==> src/rtl/phy_regbank_pkg.sv <==
package phy_regbank_pkg;
  localparam int ADDR_W = 6;
  localparam int DATA_W = 8;
  localparam int NCTL   = 6;

  localparam int CI_FUNC = 0;
  localparam int CI_INTF = 1;
  localparam int CI_OTG  = 2;
  localparam int CI_IENR = 3;
  localparam int CI_IENF = 4;
  localparam int CI_PWR  = 5;

  localparam logic [ADDR_W-1:0] A_STAT  = 6'h13;
  localparam logic [ADDR_W-1:0] A_LATCH = 6'h14;
  localparam logic [ADDR_W-1:0] A_DBG   = 6'h15;

  typedef enum logic [1:0] {OP_WR = 2'd0, OP_SET = 2'd1, OP_CLR = 2'd2, OP_NONE = 2'd3} op_e;

  function automatic logic [ADDR_W-1:0] ctl_base(input int idx);
    case (idx)
      CI_FUNC: ctl_base = 6'h04;
      CI_INTF: ctl_base = 6'h07;
      CI_OTG:  ctl_base = 6'h0A;
      CI_IENR: ctl_base = 6'h0D;
      CI_IENF: ctl_base = 6'h10;
      default: ctl_base = 6'h3D;
    endcase
  endfunction

  function automatic logic [DATA_W-1:0] ctl_reset(input int idx);
    case (idx)
      CI_FUNC: ctl_reset = 8'h41;
      CI_OTG:  ctl_reset = 8'h06;
      CI_IENR: ctl_reset = 8'h1F;
      CI_IENF: ctl_reset = 8'h1F;
      default: ctl_reset = 8'h00;
    endcase
  endfunction
endpackage

==> src/rtl/phy_regbank_dec.sv <==
module phy_regbank_dec
  import phy_regbank_pkg::*;
(
  input  logic [ADDR_W-1:0] addr,
  output logic [NCTL-1:0]   ctl_hit,
  output op_e               op,
  output logic              hit_id,
  output logic              hit_stat,
  output logic              hit_latch,
  output logic              hit_dbg
);
  logic [ADDR_W-1:0] diff [NCTL];
  logic [1:0]        ofs  [NCTL];

  for (genvar g = 0; g < NCTL; g++) begin : g_win
    assign diff[g]    = addr - ctl_base(g);
    assign ctl_hit[g] = (diff[g] < 6'd3);
    assign ofs[g]     = diff[g][1:0];
  end

  always_comb begin
    op = OP_NONE;
    for (int i = 0; i < NCTL; i++) begin
      if (ctl_hit[i]) op = op_e'(ofs[i]);
    end
  end

  assign hit_id    = (addr < 6'h04);
  assign hit_stat  = (addr == A_STAT);
  assign hit_latch = (addr == A_LATCH);
  assign hit_dbg   = (addr == A_DBG);
endmodule

==> src/rtl/phy_ctl_reg.sv <==
module phy_ctl_reg
  import phy_regbank_pkg::*;
#(
  parameter logic [DATA_W-1:0] RST_VAL = '0
) (
  input  logic              clk,
  input  logic              rst_n,
  input  logic              we,
  input  op_e               op,
  input  logic [DATA_W-1:0] wdata,
  output logic [DATA_W-1:0] q
);
  logic [DATA_W-1:0] q_nxt;

  always_comb begin
    q_nxt = q;
    if (we) begin
      case (op)
        OP_WR:   q_nxt = wdata;
        OP_SET:  q_nxt = q | wdata;
        OP_CLR:  q_nxt = q & ~wdata;
        default: q_nxt = q;
      endcase
    end
  end

  always_ff @(posedge clk or negedge rst_n) begin
    if (!rst_n) q <= RST_VAL;
    else if (we) q <= q_nxt;
  end
endmodule

==> src/rtl/phy_irq_latch.sv <==
module phy_irq_latch #(
  parameter int W = 5
) (
  input  logic         clk,
  input  logic         rst_n,
  input  logic [W-1:0] status,
  input  logic [W-1:0] en_rise,
  input  logic [W-1:0] en_fall,
  input  logic         rd_clr,
  output logic [W-1:0] latch_q
);
  logic [W-1:0] hist_q;
  logic [W-1:0] evt;
  logic [W-1:0] latch_nxt;

  always_comb begin
    evt       = (status & ~hist_q & en_rise) | (~status & hist_q & en_fall);
    latch_nxt = rd_clr ? evt : (latch_q | evt);
  end

  always_ff @(posedge clk or negedge rst_n) begin
    if (!rst_n) begin
      hist_q  <= '0;
      latch_q <= '0;
    end else begin
      hist_q  <= status;
      latch_q <= latch_nxt;
    end
  end
endmodule

==> src/rtl/phy_regbank.sv <==
module phy_regbank
  import phy_regbank_pkg::*;
#(
  parameter int          STAT_W     = 5,
  parameter logic [15:0] VENDOR_ID  = 16'h1A2B,
  parameter logic [15:0] PRODUCT_ID = 16'h3C4D
) (
  input  logic              clk,
  input  logic              rst_n,
  input  logic [ADDR_W-1:0] req_addr,
  input  logic [DATA_W-1:0] req_wdata,
  input  logic              req_wr,
  input  logic              req_rd,
  input  logic [STAT_W-1:0] mon_status,
  input  logic [DATA_W-1:0] dbg_in,
  output logic [DATA_W-1:0] rd_data,
  output logic [DATA_W-1:0] func_o,
  output logic [DATA_W-1:0] intf_o,
  output logic [DATA_W-1:0] otg_o,
  output logic [DATA_W-1:0] pwr_o,
  output logic              suspend_n_o,
  output logic              prot_off_o,
  output logic              ind_pass_o
);
  localparam int BIT_SUSP = 6;
  localparam int BIT_PROT = 7;
  localparam int BIT_PASS = 6;

  logic [NCTL-1:0]   ctl_hit;
  op_e               op;
  logic              hit_id, hit_stat, hit_latch, hit_dbg;
  logic [DATA_W-1:0] ctl_q [NCTL];
  logic [STAT_W-1:0] latch_q;
  logic              latch_clr;

  phy_regbank_dec u_dec (
    .addr      (req_addr),
    .ctl_hit   (ctl_hit),
    .op        (op),
    .hit_id    (hit_id),
    .hit_stat  (hit_stat),
    .hit_latch (hit_latch),
    .hit_dbg   (hit_dbg)
  );

  for (genvar g = 0; g < NCTL; g++) begin : g_ctl
    phy_ctl_reg #(.RST_VAL(ctl_reset(g))) u_reg (
      .clk   (clk),
      .rst_n (rst_n),
      .we    (req_wr & ctl_hit[g]),
      .op    (op),
      .wdata (req_wdata),
      .q     (ctl_q[g])
    );
  end

  assign latch_clr = req_rd & hit_latch;

  phy_irq_latch #(.W(STAT_W)) u_latch (
    .clk     (clk),
    .rst_n   (rst_n),
    .status  (mon_status),
    .en_rise (ctl_q[CI_IENR][STAT_W-1:0]),
    .en_fall (ctl_q[CI_IENF][STAT_W-1:0]),
    .rd_clr  (latch_clr),
    .latch_q (latch_q)
  );

  always_comb begin
    rd_data = '0;
    for (int i = 0; i < NCTL; i++) begin
      if (ctl_hit[i]) rd_data = ctl_q[i];
    end
    if (hit_id) begin
      case (req_addr[1:0])
        2'd0:    rd_data = VENDOR_ID[7:0];
        2'd1:    rd_data = VENDOR_ID[15:8];
        2'd2:    rd_data = PRODUCT_ID[7:0];
        default: rd_data = PRODUCT_ID[15:8];
      endcase
    end
    if (hit_stat)  rd_data = DATA_W'(mon_status);
    if (hit_latch) rd_data = DATA_W'(latch_q);
    if (hit_dbg)   rd_data = dbg_in;
  end

  assign func_o      = ctl_q[CI_FUNC];
  assign intf_o      = ctl_q[CI_INTF];
  assign otg_o       = ctl_q[CI_OTG];
  assign pwr_o       = ctl_q[CI_PWR];
  assign suspend_n_o = ctl_q[CI_FUNC][BIT_SUSP];
  assign prot_off_o  = ctl_q[CI_INTF][BIT_PROT];
  assign ind_pass_o  = ctl_q[CI_INTF][BIT_PASS];
endmodule

==> config.mk <==
export PLATFORM = sky130hd
export DESIGN_NAME = phy_regbank
export DESIGN_NICKNAME = d
export VERILOG_FILES = /design/src/rtl/phy_regbank_pkg.sv /design/src/rtl/phy_regbank_dec.sv /design/src/rtl/phy_ctl_reg.sv /design/src/rtl/phy_irq_latch.sv /design/src/rtl/phy_regbank.sv
export SDC_FILE = /design/constraint.sdc
export NUM_CORES = 1
export LEC_CHECK = 0
export BUFFER_PORTS_ARGS = -buffer_cell sky130_fd_sc_hd__buf_2
export CORE_AREA = 2 2 88 90
export DETAILED_ROUTE_END_ITERATION = 6
export DIE_AREA = 0 0 90 92
export PLACE_DENSITY = 0.8
export REMOVE_ABC_BUFFERS = 1
export SKIP_LAST_GASP = 1
export SLEW_MARGIN = 40
export SYNTH_ARGS = -nofsm -noshare
export SYNTH_HDL_FRONTEND = slang
export SYNTH_SLANG_ARGS = --single-unit
==> constraint.sdc <==
create_clock -name clk -period 3.4 [get_ports clk]
set_input_delay 0.68 -clock clk [delete_from_list [all_inputs] [get_ports clk]]
set_output_delay 0.68 -clock clk [all_outputs]
set_load 0.1 [all_outputs]
==> Yosys cells after proc, flatten, opt, wreduce, memory -nomap -nowiden <==
Cells that the tools add are included.
W data, S select, Z words.
{ "totals": {"regBits": 58, "output_inout_bits": 43} }
{ "op_classes": {"addsub": 6, "order_cmp": 7, "n_eq_ne": 7, "n_mux": 24, "n_bitwise": 28, "n_reduce_logical": 9} }
{ "ops": {"columns": ["operator", "count"], "rows": [
  ["$pmux W8 S3", 6],
  ["$mux W8", 10],
  ["$and A8 B8 Y8", 6],
  ["$or A8 B8 Y8", 6],
  ["$lt A6 B2 Y1 const B", 6],
  ["$pmux W7 S3", 1],
  ["$and A5 B5 Y5", 4],
  ["$eq A6 B5 Y1 const B", 3],
  ["$mux W2", 6],
  ["$reduce_and A2 Y1", 6],
  ["$sub A6 B3 Y6 const B", 2],
  ["$sub A6 B4 Y6 const B", 2],
  ["$not A5 Y5", 2],
  ["$or A5 B5 Y5", 2],
  ["$not A8 Y8", 1],
  ["$and A1 B1 Y1", 7],
  ["$lt A6 B3 Y1 const B", 1],
  ["$sub A6 B5 Y6 const B", 1],
  ["$sub A6 B6 Y6 const B", 1],
  ["$mux W5", 1],
  ["$eq A2 B1 Y1 const B", 2],
  ["$eq A2 B2 Y1 const B", 2],
  ["$logic_not A2 Y1", 2],
  ["$reduce_bool A3 Y1", 1]
]} }

==> Logic depth before layout (Yosys ltp) <==
{ "depth": {"ltp_word": 12, "mapped_depth": 16, "depth_no_buf": 12} }

==> By module <==
A second synthesis with hierarchy kept.
{ "hier_totals": {"cells_unflattened": 556, "hier_area_um2": 4604.4} }
{ "by_module_without_submodules": {"columns": ["mod", "instances", "cells_each", "area_each_um2", "seq_area_each_um2"], "rows": [
  ["phy_ctl_reg at g_ctl[3].u_reg ...", 2, 52, 471.7, 206.4],
  ["phy_ctl_reg at g_ctl[0].u_reg ...", 2, 52, 467.9, 202.7],
  ["phy_ctl_reg at g_ctl[1].u_reg ...", 2, 52, 465.4, 200.2],
  ["phy_regbank", 1, 141, 888.4, 0.0],
  ["phy_regbank_dec", 1, 73, 531.8, 0.0],
  ["phy_irq_latch", 1, 30, 374.1, 250.2]
]} }

==> Least setup slack after synthesis <==
OpenSTA, ideal clock, no wires.
{ "synth_path": {"path_kind": "input -> output", "startpoint": "in req_addr[0]", "endpoint": "out rd_data[5]", "arrival_time_ps": 4179, "required_time_ps": 2720, "setup_slack_ps": -1459, "path_stages": 7, "cell_sequence": "inv_1 > ha_1 > and4bb_1 > or4b_4 > a31oi_1 > o22ai_1 > a211oi_1"} }
{ "synth_between": {"elab_chain_len": 12, "word_cells_on_any_way": 30, "cone_classes": "add/sub: 6; order compare: 7; eq/ne: 5; mux: 11; reduce/logical: 1"} }
{ "synth_lines": {"columns": ["element", "line", "text"], "rows": [
  ["start: declaration", "phy_regbank.sv:10", "input logic [ADDR_W-1:0] req_addr,"],
  ["$sub A6 B3 Y6", "phy_regbank_dec.sv:16", "assign diff[g] = addr - ctl_base(g);"],
  ["$lt A6 B2 Y1", "phy_regbank_dec.sv:17", "assign ctl_hit[g] = (diff[g] < 6'd3);"],
  ["$mux W8 (6 in series)", "phy_regbank.sv:72", "if (ctl_hit[i]) rd_data = ctl_q[i];"],
  ["$mux W8", "phy_regbank.sv:74", "if (hit_id) begin"],
  ["$mux W8", "phy_regbank.sv:82", "if (hit_stat) rd_data = DATA_W'(mon_status);"],
  ["$mux W8", "phy_regbank.sv:83", "if (hit_latch) rd_data = DATA_W'(latch_q);"],
  ["$mux W8 (*)", "phy_regbank.sv:84", "if (hit_dbg) rd_data = dbg_in;"],
  ["end: declaration", "phy_regbank.sv:16", "output logic [DATA_W-1:0] rd_data,"]
]} }
Mark *: on every way between the ends. The rest lies on a longest branch, timed or not.

==> Worst setup path after layout <==
{ "layout_path": {"startpoint": "in req_addr[1]", "endpoint": "out rd_data[1]"} }
Same word-level chain as after synthesis.

==> flow_metrics.tcl <==
set metrics [dict create \
    grt_max_degree 42 \
    vias_per_cell 6.41 \
    final-setup-viol-count 2 \
    grt_first_pass_wirelength_mm 21.5 \
    layout_min_cycle_time_ns 3.42 \
    die-width_um 90 \
    synth_warnings 0 \
    ant_nets 0 \
    crit_path_start_kind "input port" \
    worstMarginPinSlew_ns 0.535 \
    hold_viol 0 \
    ir_drop_mv 0.441 \
    cts-root-buf "clkbuf_8" \
    synthCells 458 \
    synth.largest_area_cell "dfrtp_1" \
    p_total_w 0.00292 \
    cp.arrival_ns 2.74 \
    report.final.slew_viol_count 0 \
    path_cells "buf_12 > inv_4 > ha_4 > a21oi_4 > buf_6 > mux2_4 > buf_4 > o311a_1 > a22oi_1 > o21ai_1 > buf_4 > buf_12" \
    cts_num_sinks 58 \
    areaGrowthSynthToFinish_pct 34.2 \
    power-per-cell-area_nw_per_um2 536 \
    r2r_start "g_ctl[3].u_reg.q[2]" \
    maxCapViolCount 0 \
    dr.pass1.iters 6 \
    cp_max_fo 5 \
    die_height_um 92 \
    slowest_delay_ns 0.35 \
    antennaDiodeCount 0 \
    crit_required_ns 2.72 \
    initial_utilization_pct 54.5 \
    synthDistinctLibCells 71 \
    drive_above_1_share_pct 42.1 \
    cts_inserted_buffers 9 \
    ys_ff_latch 58 \
    portBuffers 73 \
    final_nets 607 \
    core_um2 7450 \
    clkTransAtPathRegs_ns 0.08 \
    ff2ff_path_depth 3 \
    rows 32 \
    dp_hpwl_mm 9.47 \
    fin_ws_ns -0.0188 \
    p_leak_nw 2.45 \
    drtIter0Drc 547 \
    antenna_found_initial 0 \
    netlist_top_cells_count "a21oi_1 (112), dfrtp_1 (44), buf_4 (34), nand2_1 (28), inv_1 (19)" \
    reg2reg_slack_ns 2.45 \
    rsz0062_at_grt "true" \
    cts_buffer_depth 2 \
    period_share_pct 101 \
    insertion_delay_ns 0.36 \
    finClkSkew_ns 0.00770 \
    finalWirelength_mm 13.9 \
    postSynthAreaPerCell_um2 8.86 \
    synth_area_leaders "dfrtp_1 (27%), a21oi_1 (14%), dfstp_2 (9.1%)" \
    ios 74 \
    failed_checks "negative setup slack" \
    cts_tree "built" \
    dp_cells 648 \
    crit_slowest_cell "o311a_1" \
    max_freq_mhz 292 \
    layout.cells.non_filler 672 \
    synthArstFlopShare_pct 100 \
    cp-end-kind "output pin" \
    h-tree-depth 3 \
    grt_pass1_vias 4141 \
    vias 4306 \
    track_usage_pct 32.9 \
    synth-main-ff-cell "dfrtp_1" \
    slew_headroom_pct 64.4 \
    drc 0 \
    synth-seq-area-share_pct 36.2 \
    synth.top_cell.area_share_pct 27.1 \
    status "finished, violations left" \
    place_congestion 0.972 \
    yosysMostFrequentCell "a21oi_1" \
    overflow 0 \
    r2r-end "u_latch.latch_q[2]" \
    synth_edf_count 0 \
    whs_ns 0.283 \
    hold_path_class "in2async" \
    crit_type "in2out" \
    syn-cell-area_um2 4060 \
    wl_per_cell_um 20.7 \
    die-area_um2 8280 \
]
critical path, delay by kind of cell:
family | cells | cell delay (ns)
compound gates | 4 | 0.82
buf+inv | 6 | 0.75
mux | 1 | 0.33
fa+ha+maj | 1 | 0.16
worst max path at each step:
stage / start / to / slack (ns) / depth (start not counted)
after CTS: req_addr[0] / rd_data[5] / 0.001 / 11
after global routing: req_addr[1] / rd_data[1] / -0.05 / 12
after detailed placement: req_addr[1] / g_ctl[4].u_reg.q[6] / -0.38 / 11
final: req_addr[1] / rd_data[1] / -0.02 / 12
after floorplan: req_addr[0] / rd_data[5] / -1.56 / 6
after global placement: req_addr[1] / g_ctl[5].u_reg.q[0] / -0.20 / 16
layout make-up:
cell class / count / area [um^2]
multi-input cells: 317 / 2330
fillers: 543 / 2000
flip-flops and latches: 58 / 1470
repair buffers: 160 / 1260
clock buffers: 10 / 138
well taps: 102 / 128
inverters: 19 / 76.3
clock inverters: 6 / 42.5
report_power, final:
part	total (W)	internal, W	switching (W)
combinational	0.00135	0.000338	0.00101
sequential	0.000980	0.000850	0.000130
clock	0.000592	0.000283	0.000309
per-layer routing:
metal	up-vias	routed length (um)	share of wire (%)	global-route usage, %
met4	0	573	4.1	14.1
met5	-	0	0	0
met2	298	6620	48	53.4
met1	2048	5280	38	42.5
met3	77	1450	10	7.31
li1	1883	-	-	-
metrics by stage:
stage          setup TNS (ns)  utilization [%]  area [um^2]  worst slack [ns]
2_1_floorplan          -12.28                -         3660             -1.56
3_3_place_gp            -6.14             65.9         4910            -0.204
3_5_place_dp           -11.51             66.0         4910            -0.382
4_1_cts                     0             70.5         5250           0.00121
5_1_grt                -0.206             73.1         5450           -0.0489
6_report              -0.0357             73.1         5450           -0.0188
sequential cells by signal (all words and copies together), names as in the netlist:
| signal | flops |
|---|---|
| u_latch.hist_q | 5 |
| g_ctl.u_reg.q | 48 |
| u_latch.latch_q | 5 |
cell usage in the layout, fill, tap and decap left out, drive strengths merged, types with 5 or more instances in the layout:
cell type,netlist,routed
a21boi,5,5
a21o,5,5
a21oi,114,114
a22o,6,6
a31oi,14,14
and2,5,5
buf,47,160
clkbuf,17,10
dfrtp,44,44
dfstp,14,14
ha,11,11
inv,19,19
nand2,28,28
nand2b,6,6
nand3,14,14
nor2,7,7
nor3,8,8
o211ai,6,6
o21ai,14,14
o22ai,6,6
logic make-up (layout without fill, tap and decap cells):
kind of cell | after synthesis | count (layout) | synth area share [%]
AOI/OAI and AO/OA | 204 | 204 | 32.2
and+or+nand+nor | 99 | 99 | 15.6
buffers and inverters | 83 | 195 | 11.7
DFF | 58 | 58 | 36.2
adders and majority gates | 11 | 11 | 3.39
muxes | 3 | 3 | 0.987
timing repair:
item	CTS	global route
endpoints found under the setup margin	9	38
hold buffers	0	0
resized for setup	31	44
setup buffers	4	5
pin swaps	11	13
(Power assumes the default switching activity.)
